`src/rtl/pcu_pkg.sv`:
```
`timescale 1ns/1ps
package pcu_pkg;
   typedef enum logic [2:0] {
      PCU_OP_SEQ  = 3'd0,
      PCU_OP_JMP  = 3'd1,
      PCU_OP_JIF  = 3'd2,
      PCU_OP_JNIF = 3'd3,
      PCU_OP_ANS  = 3'd4
   } pcu_op_e;

   localparam int PCU_OP_W = 3;

   function automatic int pcu_step_bytes(input int data_w);
      return (2 * data_w) / 8;
   endfunction
endpackage

```
`src/rtl/pcu_step_adder.sv`:
```
`timescale 1ns/1ps
module pcu_step_adder #(
   parameter int DATA_W = 16,
   parameter int STEP   = 4
) (
   input  logic [DATA_W-1:0] base,
   output logic [DATA_W-1:0] sum
);
   localparam int STEP_LOG  = $clog2(STEP);
   localparam bit STEP_POW2 = (STEP == (1 << STEP_LOG));

   generate
      if (STEP < 1) begin : g_bad_step
         $error("pcu_step_adder: STEP must be positive");
      end

      if (STEP_POW2 && (STEP_LOG > 0) && (STEP_LOG < DATA_W)) begin : g_pow2
         // low bits never change for a power-of-two step: narrower carry chain
         localparam int HI_W = DATA_W - STEP_LOG;
         logic [HI_W-1:0] hi_inc;
         always_comb hi_inc = base[DATA_W-1:STEP_LOG] + HI_W'(1);
         assign sum = {hi_inc, base[STEP_LOG-1:0]};
      end else begin : g_full
         localparam logic [DATA_W-1:0] STEP_V = DATA_W'(STEP);
         assign sum = base + STEP_V;
      end
   endgenerate
endmodule

```
`src/rtl/pcu_target_mux.sv`:
```
`timescale 1ns/1ps
module pcu_target_mux
   import pcu_pkg::*;
#(
   parameter int DATA_W     = 16,
   parameter bit ONEHOT_MUX = 1'b1
) (
   input  logic                issue,
   input  logic [PCU_OP_W-1:0] op_class,
   input  logic                flag_in,
   input  logic [DATA_W-1:0]   operand,
   input  logic [DATA_W-1:0]   cur_pc,
   input  logic [DATA_W-1:0]   seq_pc,
   output logic [DATA_W-1:0]   next_pc,
   output logic                ans_fire
);
   logic is_jmp, is_jif, is_jnif, is_ans;
   logic take_br, hold_pc;

   always_comb begin
      is_jmp  = (op_class == PCU_OP_JMP);
      is_jif  = (op_class == PCU_OP_JIF);
      is_jnif = (op_class == PCU_OP_JNIF);
      is_ans  = (op_class == PCU_OP_ANS);
      take_br = issue & (is_jmp | (is_jif & flag_in) | (is_jnif & ~flag_in));
      hold_pc = ~issue | is_ans;
      ans_fire = issue & is_ans;
   end

   generate
      if (ONEHOT_MUX) begin : g_andor
         logic sel_br, sel_hold, sel_seq;
         always_comb begin
            sel_br   = take_br;
            sel_hold = ~take_br & hold_pc;
            sel_seq  = ~take_br & ~hold_pc;
            next_pc  = ({DATA_W{sel_br}}   & operand)
                     | ({DATA_W{sel_hold}} & cur_pc)
                     | ({DATA_W{sel_seq}}  & seq_pc);
         end
      end else begin : g_prio
         always_comb begin
            if (take_br)      next_pc = operand;
            else if (hold_pc) next_pc = cur_pc;
            else              next_pc = seq_pc;
         end
      end
   endgenerate
endmodule

```
`src/rtl/pcu_halt_ctl.sv`:
```
`timescale 1ns/1ps
module pcu_halt_ctl #(
   parameter int DATA_W = 16
) (
   input  logic              clk,
   input  logic              rst,
   input  logic              ans_fire,
   input  logic [DATA_W-1:0] operand,
   output logic              halted,
   output logic              accepted,
   output logic [DATA_W-1:0] ret_val
);
   always_ff @(posedge clk) begin
      if (rst) begin
         halted   <= 1'b0;
         accepted <= 1'b0;
         ret_val  <= '0;
      end else if (ans_fire) begin
         halted   <= 1'b1;
         accepted <= (operand == '0);
         ret_val  <= operand;
      end
   end

   AST_HALT_STICKY: assert property (@(posedge clk) disable iff (rst)
      halted |=> halted);
   AST_RET_FROZEN: assert property (@(posedge clk) disable iff (rst)
      halted |=> ($stable(ret_val) && $stable(accepted)));
   AST_ACCEPT_ZERO: assert property (@(posedge clk) disable iff (rst)
      accepted |-> (halted && (ret_val == '0)));
   AST_REJECT_NONZERO: assert property (@(posedge clk) disable iff (rst)
      (halted && (ret_val != '0)) |-> !accepted);
endmodule

```
`src/rtl/pc_sequencer.sv`:
```
`timescale 1ns/1ps
module pc_sequencer
   import pcu_pkg::*;
#(
   parameter int DATA_W     = 16,
   parameter bit ONEHOT_MUX = 1'b1
) (
   input  logic                clk,
   input  logic                rst,
   input  logic                op_valid,
   input  logic [2:0]          op_class,
   input  logic [DATA_W-1:0]   operand,
   input  logic                flag_in,
   output logic [DATA_W-1:0]   pc_q,
   output logic [DATA_W-1:0]   pc_next,
   output logic                halted,
   output logic                accepted,
   output logic [DATA_W-1:0]   ret_val
);
   localparam int STEP = pcu_step_bytes(DATA_W);
   localparam logic [DATA_W-1:0] STEP_V = DATA_W'(STEP);

   generate
      if ((DATA_W < 8) || ((DATA_W % 8) != 0)) begin : g_bad_width
         $error("pc_sequencer: DATA_W must be a positive multiple of 8");
      end
   endgenerate

   logic [DATA_W-1:0] seq_pc;
   logic              issue;
   logic              ans_fire;

   assign issue = op_valid & ~halted;

   pcu_step_adder #(.DATA_W(DATA_W), .STEP(STEP)) u_step (
      .base (pc_q),
      .sum  (seq_pc)
   );

   pcu_target_mux #(.DATA_W(DATA_W), .ONEHOT_MUX(ONEHOT_MUX)) u_mux (
      .issue    (issue),
      .op_class (op_class),
      .flag_in  (flag_in),
      .operand  (operand),
      .cur_pc   (pc_q),
      .seq_pc   (seq_pc),
      .next_pc  (pc_next),
      .ans_fire (ans_fire)
   );

   always_ff @(posedge clk) begin
      if (rst) pc_q <= '0;
      else     pc_q <= pc_next;
   end

   pcu_halt_ctl #(.DATA_W(DATA_W)) u_halt (
      .clk      (clk),
      .rst      (rst),
      .ans_fire (ans_fire),
      .operand  (operand),
      .halted   (halted),
      .accepted (accepted),
      .ret_val  (ret_val)
   );

   AST_SEQ_STEP: assert property (@(posedge clk) disable iff (rst)
      (op_valid && !halted && (op_class == 3'd0 || op_class > 3'd4))
      |=> (pc_q == $past(pc_q) + STEP_V));
   AST_JMP_LOAD: assert property (@(posedge clk) disable iff (rst)
      (op_valid && !halted && op_class == 3'd1) |=> (pc_q == $past(operand)));
   AST_JIF_PATH: assert property (@(posedge clk) disable iff (rst)
      (op_valid && !halted && op_class == 3'd2)
      |=> (pc_q == ($past(flag_in) ? $past(operand) : $past(pc_q) + STEP_V)));
   AST_JNIF_PATH: assert property (@(posedge clk) disable iff (rst)
      (op_valid && !halted && op_class == 3'd3)
      |=> (pc_q == ($past(flag_in) ? $past(pc_q) + STEP_V : $past(operand))));
   AST_IDLE_HOLD: assert property (@(posedge clk) disable iff (rst)
      (!op_valid || halted) |=> $stable(pc_q));
   AST_ANSWER_FREEZE: assert property (@(posedge clk) disable iff (rst)
      (op_valid && !halted && op_class == 3'd4)
      |=> (halted && $stable(pc_q) && ret_val == $past(operand)));
endmodule

```
`config.mk`:
```
export PLATFORM = sky130hd
export DESIGN_NAME = pc_sequencer
export DESIGN_NICKNAME = d
export VERILOG_FILES = /design/src/rtl/pcu_pkg.sv /design/src/rtl/pcu_step_adder.sv /design/src/rtl/pcu_target_mux.sv /design/src/rtl/pcu_halt_ctl.sv /design/src/rtl/pc_sequencer.sv
export SDC_FILE = /design/constraint.sdc
export NUM_CORES = 1
export LEC_CHECK = 0
export BUFFER_PORTS_ARGS = -buffer_cell sky130_fd_sc_hd__buf_2
export CAP_MARGIN = 10
export CORE_MARGIN = 3
export CORE_UTILIZATION = 42
export DETAILED_ROUTE_END_ITERATION = 7
export GPL_ROUTABILITY_DRIVEN = 1
export GPL_TIMING_DRIVEN = 0
export PLACE_DENSITY = 0.85
export SLEW_MARGIN = 0
export SYNTH_ARGS = -nofsm -noshare
export SYNTH_HDL_FRONTEND = slang
export SYNTH_SLANG_ARGS = --single-unit
export TNS_END_PERCENT = 20
```
`constraint.sdc`:
```
create_clock -name clk -period 1.92 [get_ports clk]
set_clock_uncertainty 0.1 [all_clocks]
set_input_delay 0.384 -clock clk [delete_from_list [all_inputs] [get_ports clk]]
set_output_delay 0.384 -clock clk [all_outputs]
set_load 0.01 [all_outputs]
```
==> results of run 1 <==
-- timing repair --
| action | in CTS | in global routing |
|---|---|---|
| pin swaps | 8 | 5 |
| gates cloned | 1 | 0 |
| setup buffers | 12 | 0 |
| gates resized for setup | 46 | 14 |
| hold buffers | 0 | 0 |
| endpoints found under the setup margin | 16 | 16 |
-- per-layer routing --
metal / vias up / part of all wire / global-route usage
met3: 13 / 0.087 / 0.0667
met1: 917 / 0.41 / 0.291
li1: 949 / - / -
met5: - / 0 / 0
met2: 98 / 0.49 / 0.389
met4: 0 / 0.022 / 0.108
-- worst min path at each step --
| stage | startpoint | endpoint | cells past startpoint |
|---|---|---|---|
| floorplan | u_halt.ret_val[0]$_SDFFE_PP0P_ | u_halt.ret_val[0]$_SDFFE_PP0P_ | 2 |
| global placement | u_halt.ret_val[15]$_SDFFE_PP0P_ | u_halt.ret_val[15]$_SDFFE_PP0P_ | 2 |
| detailed placement | u_halt.ret_val[4]$_SDFFE_PP0P_ | u_halt.ret_val[4]$_SDFFE_PP0P_ | 2 |
| CTS | operand[2] | u_halt.ret_val[2]$_SDFFE_PP0P_ | 3 |
| global route | operand[9] | u_halt.ret_val[9]$_SDFFE_PP0P_ | 3 |
| finish | operand[8] | u_halt.ret_val[8]$_SDFFE_PP0P_ | 3 |
-- critical path, cell delays in order, from the launching register on --
cell	delay [ns]
sky130_fd_sc_hd__dfxtp_4	0.37
sky130_fd_sc_hd__ha_4	0.13
sky130_fd_sc_hd__nand4_1	0.10
sky130_fd_sc_hd__or3_1	0.35
sky130_fd_sc_hd__o21a_1	0.19
sky130_fd_sc_hd__nor3_2	0.15
sky130_fd_sc_hd__nor2_2	0.05
sky130_fd_sc_hd__buf_2	0.13
-- final cells by class --
type                    instances  area [µm²]
plain buffers                  10        66.3
inverters                       2        7.51
fillers                       305        1250
repair buffers                 84         482
clock buffers                   6        82.6
multi-input cells             171        1100
flip-flops and latches         34         709
well taps                      48        60.1
clock inverters                 2        11.3
-- through the flow --
step	hold slack, ns	instances	instance area (µm²)	util
global route	0.250	357	2520	0.668
CTS	0.247	357	2480	0.657
finish	0.248	357	2520	0.668
detailed placement	0.345	337	2130	0.566
floorplan	0.381	218	1720	-
global placement	0.339	337	2130	0.566
-- power breakdown --
group,internal [mW],switching [mW]
registers,0.731,0.0311
clock network,0.289,0.277
logic,0.158,0.196
total,1.18,0.504
-- registers in the layout, summed over array words and instances (netlist names) --
name and count:
u_halt.accepted 1, u_halt.halted 1, pc_q 16, u_halt.ret_val 16
-- placed cells by master, fill, tap and decap left out, types with 2 or more instances in the layout --
cell type,instances
sky130_fd_sc_hd__nand3_2,3
sky130_fd_sc_hd__inv_1,2
sky130_fd_sc_hd__nor2_2,3
sky130_fd_sc_hd__o21ai_2,4
sky130_fd_sc_hd__a21oi_2,2
sky130_fd_sc_hd__a211oi_1,2
sky130_fd_sc_hd__or3_1,2
sky130_fd_sc_hd__a22oi_1,9
sky130_fd_sc_hd__nor2_1,8
sky130_fd_sc_hd__a21oi_1,19
sky130_fd_sc_hd__buf_2,69
sky130_fd_sc_hd__nand2_2,2
sky130_fd_sc_hd__clkbuf_1,4
sky130_fd_sc_hd__a31oi_1,3
sky130_fd_sc_hd__nor3_2,5
sky130_fd_sc_hd__o21ai_0,3
sky130_fd_sc_hd__nand2b_4,2
sky130_fd_sc_hd__xnor2_1,6
sky130_fd_sc_hd__nor2b_1,6
sky130_fd_sc_hd__or2_4,2
sky130_fd_sc_hd__nand2_1,44
sky130_fd_sc_hd__nand4_1,3
sky130_fd_sc_hd__nor3_1,3
sky130_fd_sc_hd__dfxtp_1,23
sky130_fd_sc_hd__buf_6,7
sky130_fd_sc_hd__nor4_1,4
sky130_fd_sc_hd__nand3_1,10
sky130_fd_sc_hd__dfxtp_4,6
sky130_fd_sc_hd__clkbuf_8,6
sky130_fd_sc_hd__xor2_1,2
sky130_fd_sc_hd__or3_4,2
sky130_fd_sc_hd__o22ai_1,3
sky130_fd_sc_hd__buf_4,12
sky130_fd_sc_hd__o21ai_1,2
sky130_fd_sc_hd__dfxtp_2,5
-- cell families after synthesis --
family	count (synthesis)	synth area share
compound gates	53	0.196
xor+xnor	8	0.0417
fa+ha+maj	1	0.00744
buf+inv	13	0.0357
flops	34	0.405
simple gates	109	0.314
==> impl_metrics.tcl, run 1 <==
set metrics [dict create \
    clkSinkCount 34 \
    postSynthCellCount 218 \
    rsz_0062_raised_after_global_routing "true" \
    worst-slew-pin-transition_ns 0.508 \
    place.gp.congestion 0.862 \
    drt_drc_violations_left 0 \
    totalWireLength_um 5580 \
    yosysSeqAreaShare 0.405 \
    pwr_density_cell_nw_per_um2 668 \
    grt_start_max_net_pins 12 \
    place.port_buffers 71 \
    path_max_fanout 2 \
    worst_ir_drop_vdd_v 0.000510 \
    via_count 1977 \
    run_status "finished with violations" \
    path_class "reg -> out" \
    numCtsBuffers 5 \
    report.final.hold_viol_count 0 \
    route.detailed.vias_per_inst 5.54 \
    grt_first_pass_wirelength_um 9260 \
    worstSetupStartpointType "register" \
    timing_max_transition_violations_final 0 \
    num_rows 22 \
    synth_area_leaders "sky130_fd_sc_hd__dfxtp_1 40%, sky130_fd_sc_hd__nand2_1 10%, sky130_fd_sc_hd__a21oi_1 6.0%" \
    synth_top_area_share 0.405 \
    drtAntennaViolNets 0 \
    via_count_of_the_first_global_routing_pass 1995 \
    yosys-top-cells-count "46 x sky130_fd_sc_hd__nand2_1, 34 x sky130_fd_sc_hd__dfxtp_1, 20 x sky130_fd_sc_hd__a21oi_1" \
    total_power_mw 1.68 \
    timing.rr.start "pc_q[3]$_SDFF_PP0_" \
    max_capacitance_violation_count 0 \
    avgRoutedWirePerCell_um 15.6 \
    postSynthRegisterBits 34 \
    setup_ws_ns -0.342 \
    ys.flop_type "sky130_fd_sc_hd__dfxtp_1" \
    yosys_warnings 0 \
    synth.cell_area_um2 1680 \
    area_growth_pct 49.8 \
    grt_overflow 0 \
    fmax_mhz 442 \
    cp-endpoint "pc_next[12]" \
    boundaryPins 73 \
    placeableCoreArea_um2 3770 \
    holdCritPathClass "in -> reg" \
    fraction_of_layout_cells_with_a_size_suffix_above_1 0.460 \
    clkSlewWorstSetupHoldPaths_ns 0.07 \
    violations_in_the_final_reports "setup timing" \
    worstSetupEndpointType "output pin" \
    grt_use_total 0.238 \
    post-place-ws_ns -0.452 \
    place_hpwl_um 3880 \
    reg2reg_depth 7 \
    initial_core_util 0.446 \
    htree_levels 2 \
    floorplan.die_area_um2 4800 \
    tritoncts "done" \
    synth-async-reset-ratio 0 \
    cell_taking_the_most_area_after_synthesis "sky130_fd_sc_hd__dfxtp_1" \
    firstDrtPassIters 4 \
    die_h_um 69.3 \
    clock-root-buffer "sky130_fd_sc_hd__clkbuf_8" \
    worstPathArrival_ns 1.78 \
    synthesis.area_per_instance_um2 7.71 \
    cellLeakagePower_nw 1.08 \
    final.period_utilization 1.18 \
    reg2reg_setup_slack_ns 0.22 \
    clock_path_buffers 2 \
    synth.distinct_cells 40 \
    setup_failing_eps_final 16 \
    final_net_count 332 \
    final_period_minus_worst_setup_slack_ns 2.26 \
    synth_edf_count 0 \
    reg_to_reg_critical_path_endpoint "pc_q[12]$_SDFF_PP0_" \
    worst_slew_margin_rel 0.662 \
    antenna_diode_count 0 \
    antenna_found_initial 0 \
    timing_startpoint_of_the_critical_path "pc_q[3]$_SDFF_PP0_" \
    first_drt_iteration_drcs 142 \
    clkLatencyLatePin_ns 0.30 \
    fp.dieW_um 69.3 \
    yosys.cell_count.top_type "sky130_fd_sc_hd__nand2_1" \
    fin_tns_setup_ns -3.43 \
    cp.required_ns 1.44 \
    syn_nets 242 \
]
(Power assumes the default switching activity.)
==> run 2, diff against run 1 <==
Settings changed: CORE_UTILIZATION 42 to 43, PLACE_DENSITY 0.85 to 0.86, SYNTH_HIERARCHICAL set to 1.
==> run 2 against run 1 <==
Compared with the run above: the run still ends with setup timing left; clock power increased by 44%; clock-buffer cell count stayed put; critical path depth fell by 1; worst hold slack improved by 0.034 ns; sequential share of layout area decreased by 0.11 points; setup slack gained 0.0020 ns; die area up 2.2%; via count fell by 15%; final area grew 2.0%; cell count decreased by 11%; first-iteration DRC count shrank 15%; highest routed layer unchanged.
==> impl_metrics.tcl, run 2 <==
set metrics [dict create \
    fmax_mhz 443 \
    numCtsBuffers 5 \
    path_class "reg -> out" \
    cell_internal_pwr_mw 1.43 \
    cp.required_ns 1.44 \
    clkPwrFrac 0.434 \
    synth_area_leaders "sky130_fd_sc_hd__dfxtp_1 39%, sky130_fd_sc_hd__a221o_1 9.1%, sky130_fd_sc_hd__mux2i_1 9.1%" \
    clock-root-buffer "sky130_fd_sc_hd__clkbuf_8" \
    floorplan.die_area_um2 4910 \
    setup_ws_ns -0.339 \
    synth.distinct_cells 32 \
    num-fill-cells 291 \
    antenna_diode_count 0 \
    clkSinkCount 34 \
    worstSetupEndpointType "output pin" \
    worst_ir_drop_vdd_v 0.000468 \
    tritoncts "done" \
    place.port_buffers 72 \
    yosys-top-cells-count "34 x sky130_fd_sc_hd__dfxtp_1, 21 x sky130_fd_sc_hd__nor2_1, 17 x sky130_fd_sc_hd__and2_1" \
    grt_overflow 0 \
    most_common_library_cell_in_the_layout_ignoring_fill_and_taps "sky130_fd_sc_hd__buf_2" \
    grt_start_max_net_pins 12 \
    final_period_minus_worst_setup_slack_ns 2.26 \
    run_status "finished with violations" \
    synth-async-reset-ratio 0 \
    max_capacitance_violation_count 0 \
    power.switching_mw 0.448 \
    grt_first_pass_wirelength_um 7650 \
    fp.dieW_um 70.1 \
    htree_levels 2 \
    boundaryPins 73 \
    violations_in_the_final_reports "setup timing" \
    synth_top_area_share 0.386 \
    reg2reg_depth 7 \
    num_rows 22 \
    cell_taking_the_most_area_after_synthesis "sky130_fd_sc_hd__dfxtp_1" \
    report.final.hold_viol_count 0 \
    place_hpwl_um 3490 \
    holdCritPathClass "in -> reg" \
    area_growth_pct 45.6 \
    firstDrtPassIters 4 \
    worst_slew_margin_rel 0.772 \
    final.period_utilization 1.18 \
    min_delay_path_depth 3 \
    yosys.cell_count.top_type "sky130_fd_sc_hd__dfxtp_1" \
    final_net_count 292 \
    clkSlewWorstSetupHoldPaths_ns 0.07 \
    post-place-ws_ns -0.376 \
    p_comb_frac 0.165 \
    clock_path_buffers 2 \
    route.detailed.vias_per_inst 5.29 \
    synth.cell_area_um2 1760 \
    grt_use_total 0.194 \
    ys.flop_type "sky130_fd_sc_hd__dfxtp_1" \
    yosysSeqAreaShare 0.386 \
    avgRoutedWirePerCell_um 15.5 \
    via_count_of_the_first_global_routing_pass 1597 \
    die_h_um 70.1 \
    yosys_warnings 6 \
    power.switching_fraction 0.238 \
    worstSetupStartpointType "register" \
    place.gp.congestion 0.813 \
    via_count 1677 \
    drt_drc_violations_left 0 \
    syn_nets 203 \
    placeableCoreArea_um2 3800 \
    postSynthRegisterBits 34 \
    cellLeakagePower_nw 1.27 \
    fraction_of_layout_cells_with_a_size_suffix_above_1 0.532 \
    worst-slew-pin-transition_ns 0.340 \
    rsz_0062_raised_after_global_routing "true" \
    postSynthCellCount 179 \
    timing_max_transition_violations_final 0 \
    final_core_utilization 0.676 \
    synthesis.area_per_instance_um2 9.86 \
    initial_core_util 0.464 \
    clkLatencyLatePin_ns 0.28 \
    totalWireLength_um 4900 \
    pwr_density_cell_nw_per_um2 731 \
    path_max_fanout 4 \
    worstPathArrival_ns 1.78 \
    biggestRegsByFlops "pc_q: 16 flops, u_halt/ret_val: 16 flops" \
    most-common-layout-cells "74 x sky130_fd_sc_hd__buf_2, 22 x sky130_fd_sc_hd__dfxtp_1, 20 x sky130_fd_sc_hd__nor2_1" \
    synth_edf_count 0 \
    antenna_found_initial 0 \
    first_drt_iteration_drcs 121 \
    fin_worst_hold_slack_ns 0.283 \
    setup_failing_eps_final 16 \
    drtAntennaViolNets 0 \
    cts_hold_bufs 0 \
    sequentialPowerShare 0.401 \
    fin_tns_setup_ns -3.52 \
]
[run 2: final cells by class]
class                   count  area, µm²  area share
inverters                   5       18.8     0.00731
flip-flops and latches     34        721       0.281
clock buffers               6       82.6      0.0321
repair buffers             83        447       0.174
clock inverters             2       60.1      0.0234
well taps                  48       60.1      0.0234
plain buffers              10        104      0.0404
multi-input cells         129       1080       0.419
[run 2: logic make-up after synthesis]
| logic type | share of synthesized area |
|---|---|
| compound gates | 0.105 |
| simple gates | 0.287 |
| buf+inv | 0.0596 |
| fa+ha+maj | 0.00709 |
| flops | 0.386 |
| xor+xnor | 0.0645 |
| mux | 0.0908 |
[run 2: worst paths after layout]
| kind | from | end | slack (ns) |
|---|---|---|---|
| worst max-delay path | pc_q[12]$_SDFF_PP0_ | pc_next[14] | -0.34 |
| worst max register to register | pc_q[12]$_SDFF_PP0_ | pc_q[14]$_SDFF_PP0_ | 0.06 |
| worst min-delay path | operand[14] | u_halt/ret_val[14]$_SDFFE_PP0P_ | 0.28 |
| worst min register to register | u_halt/ret_val[2]$_SDFFE_PP0P_ | u_halt/ret_val[2]$_SDFFE_PP0P_ | 0.39 |
[run 2: layer usage]
layer / wire [µm] / part of all wire / track usage
met5: 0 / 0 / 0
met4: 18 / 0.0037 / 0.0532
met3: 329 / 0.067 / 0.0590
met2: 2490 / 0.51 / 0.317
met1: 2060 / 0.42 / 0.246
[run 2: critical path, stage by stage (launching register included)]
cell and delay, ns:
sky130_fd_sc_hd__dfxtp_4 0.36, sky130_fd_sc_hd__nand4_1 0.12, sky130_fd_sc_hd__buf_6 0.16, sky130_fd_sc_hd__nor4_4 0.28, sky130_fd_sc_hd__xor2_1 0.10, sky130_fd_sc_hd__a221o_1 0.33
sky130_fd_sc_hd__buf_2 0.15
[run 2: stage by stage]
stage          area [µm²]  power [mW]  cells
2_1_floorplan        1770       0.925    179
3_3_place_gp         2190        1.04    299
3_5_place_dp         2190        1.04    299
4_1_cts              2500        1.88    312
5_1_grt              2570        1.95    317
6_report             2570        1.88    317
[run 2: power groups by stage]
stage	clock network [mW]	registers, mW	logic, mW
after floorplan	0	0.781	0.145
after global placement	0	0.771	0.266
after detailed placement	0	0.773	0.269
after CTS	0.824	0.757	0.298
after global routing	0.853	0.759	0.334
final	0.815	0.754	0.310
[run 2: what timing repair did]
item,in CTS,in global routing
setup buffers,6,5
gates cloned,0,0
pin swaps,8,5
setup endpoints to repair,16,16
resized for setup,39,7
==> run 3, diff against run 2 <==
Settings changed: CELL_PAD_IN_SITES_DETAIL_PLACEMENT set to 0, CELL_PAD_IN_SITES_GLOBAL_PLACEMENT set to 1, CORE_UTILIZATION 43 to 31, PLACE_DENSITY 0.86 to 0.84, TNS_END_PERCENT 20 to 1.
==> run 3 against run 2 <==
Compared with the run above: the run still ends with setup timing left; setup slack worse by 0.0066 ns; combinational power up 1%; sequential share of layout area up 0.24 points; die area increased by 35%; non-clock buffer count fell by 6; final area decreased by 0.49%; wire length grew 6.8%; power down 7.4%; register-to-register slack better by 0.12 ns; core utilization shrank 19 points; sequential power hardly changed; critical endpoint unchanged.
==> impl_metrics.tcl, run 3 (synthesis results as in run 2) <==
set metrics [dict create \
    worstPathArrival_ns 1.78 \
    firstDrtPassIters 4 \
    final_net_count 286 \
    cellLeakagePower_nw 1.23 \
    place.port_buffers 72 \
    antenna_found_initial 0 \
    clock-root-buffer "sky130_fd_sc_hd__clkbuf_8" \
    avgRoutedWirePerCell_um 15.7 \
    grt_first_pass_wirelength_um 8130 \
    antenna_diode_count 0 \
    initial_core_util 0.333 \
    fraction_of_layout_cells_with_a_size_suffix_above_1 0.521 \
    grt_use_total 0.164 \
    grt_overflow 0 \
    num-fill-cells 513 \
    drt_drc_violations_left 0 \
    setup_ws_ns -0.346 \
    numCtsBuffers 5 \
    placeableCoreArea_um2 5300 \
    via_count_of_the_first_global_routing_pass 1560 \
    timing_max_transition_violations_final 0 \
    place_hpwl_um 3860 \
    totalWireLength_um 5230 \
    min_delay_path_depth 3 \
    violations_in_the_final_reports "setup timing" \
    setup_failing_eps_final 16 \
    reg2reg_depth 5 \
    worst_slew_margin_rel 0.784 \
    tritoncts "done" \
    fp.dieW_um 81.4 \
    path_max_fanout 6 \
    worstSetupStartpointType "register" \
    rsz_0062_raised_after_global_routing "true" \
    fin_worst_hold_slack_ns 0.271 \
    clkLatencyLatePin_ns 0.29 \
    cp.required_ns 1.44 \
    stdcell_count 333 \
    floorplan.die_area_um2 6630 \
    route.detailed.vias_per_inst 4.84 \
    holdCritPathClass "in -> reg" \
    place.gp.congestion 0.849 \
    most-common-layout-cells "72 x sky130_fd_sc_hd__buf_2, 22 x sky130_fd_sc_hd__dfxtp_1, 21 x sky130_fd_sc_hd__nor2_1" \
    die_h_um 81.4 \
    final.period_utilization 1.18 \
    clkSinkCount 34 \
    run_status "finished with violations" \
    num_rows 26 \
    worst-slew-pin-transition_ns 0.321 \
    dp_cell_count 321 \
    clkSlewWorstSetupHoldPaths_ns 0.08 \
    htree_levels 2 \
    grt_start_max_net_pins 13 \
    pwr_density_cell_nw_per_um2 680 \
    worst_ir_drop_vdd_v 0.000438 \
    area_growth_pct 44.9 \
    drtAntennaViolNets 0 \
    first_drt_iteration_drcs 81 \
    biggestRegsByFlops "pc_q: 16 flops, u_halt/ret_val: 16 flops" \
    most_common_library_cell_in_the_layout_ignoring_fill_and_taps "sky130_fd_sc_hd__buf_2" \
    max_capacitance_violation_count 0 \
    final_core_utilization 0.482 \
    via_count 1612 \
    clock_path_buffers 2 \
    fmax_mhz 441 \
    boundaryPins 73 \
    worstSetupEndpointType "output pin" \
    final_period_minus_worst_setup_slack_ns 2.27 \
    path_class "reg -> out" \
    cts_hold_bufs 0 \
    report.final.hold_viol_count 0 \
]
-- run 3: cell count changes in the layout (fill, tap and decap cells not counted), sizes merged --
cell and delta:
buf -5, bufinv -1, clkinvlp +2, clkbuf -2
-- run 3: worst paths after layout --
path                                        from                              to  slack (ns)
setup / recovery              pc_q[6]$_SDFF_PP0_                     pc_next[14]       -0.35
hold reg to reg   u_halt/ret_val[0]$_SDFFE_PP0P_  u_halt/ret_val[0]$_SDFFE_PP0P_        0.39
setup reg to reg              pc_q[6]$_SDFF_PP0_             pc_q[14]$_SDFF_PP0_        0.18
hold / removal                        operand[9]  u_halt/ret_val[9]$_SDFFE_PP0P_        0.27
-- run 3: what timing repair did --
| item | in CTS | in global routing |
|---|---|---|
| pin swaps | 6 | 8 |
| setup endpoints to repair | 16 | 16 |
| resized for setup | 40 | 15 |
| setup buffers | 4 | 0 |
-- run 3: cell type report --
| cell class | count | area, µm² | share of cell area |
|---|---|---|---|
| clock buffer | 5 | 68.8 | 0.0269 |
| buffer | 11 | 124 | 0.0485 |
| inverter | 5 | 18.8 | 0.00734 |
| tap | 70 | 87.6 | 0.0343 |
| timing repair buffer | 76 | 403 | 0.158 |
| sequential | 34 | 723 | 0.283 |
| multi-input combinational | 129 | 1090 | 0.425 |
| clock inverter | 3 | 45.0 | 0.0176 |
-- run 3: power by group --
part           leakage [nW]  total [mW]  switching, mW  internal (mW)
Clock                0.0504       0.671          0.285          0.386
Sequential            0.285       0.755         0.0316          0.723
Combinational         0.895       0.314          0.159          0.155
Total                  1.23        1.74          0.475           1.26
-- run 3: per-stage QoR --
step | setup TNS, ns | cell area, µm² | total power, mW | worst slack (ns)
final | -3.34 | 2560 | 1.74 | -0.346
after CTS | -3.75 | 2510 | 1.76 | -0.352
after detailed placement | -6.23 | 2220 | 1.05 | -0.431
after global routing | -4.57 | 2560 | 1.82 | -0.414
after floorplan | 0 | 1770 | 0.925 | 0.00123
after global placement | -5.53 | 2220 | 1.04 | -0.394
-- run 3: metal layers --
layer	track usage	up-vias	routed length, µm
met5	0	-	0
met2	0.259	47	2530
met4	0.0456	0	56
met1	0.212	758	2240
li1	-	800	-
met3	0.0537	7	408
-- run 3: critical path, stage by stage, from the launching register on --
cell                      delay [ns]
sky130_fd_sc_hd__dfxtp_4        0.40
sky130_fd_sc_hd__nand4_4        0.18
sky130_fd_sc_hd__nor4_4         0.32
sky130_fd_sc_hd__xor2_1         0.11
sky130_fd_sc_hd__a221o_1        0.34
sky130_fd_sc_hd__buf_2          0.15
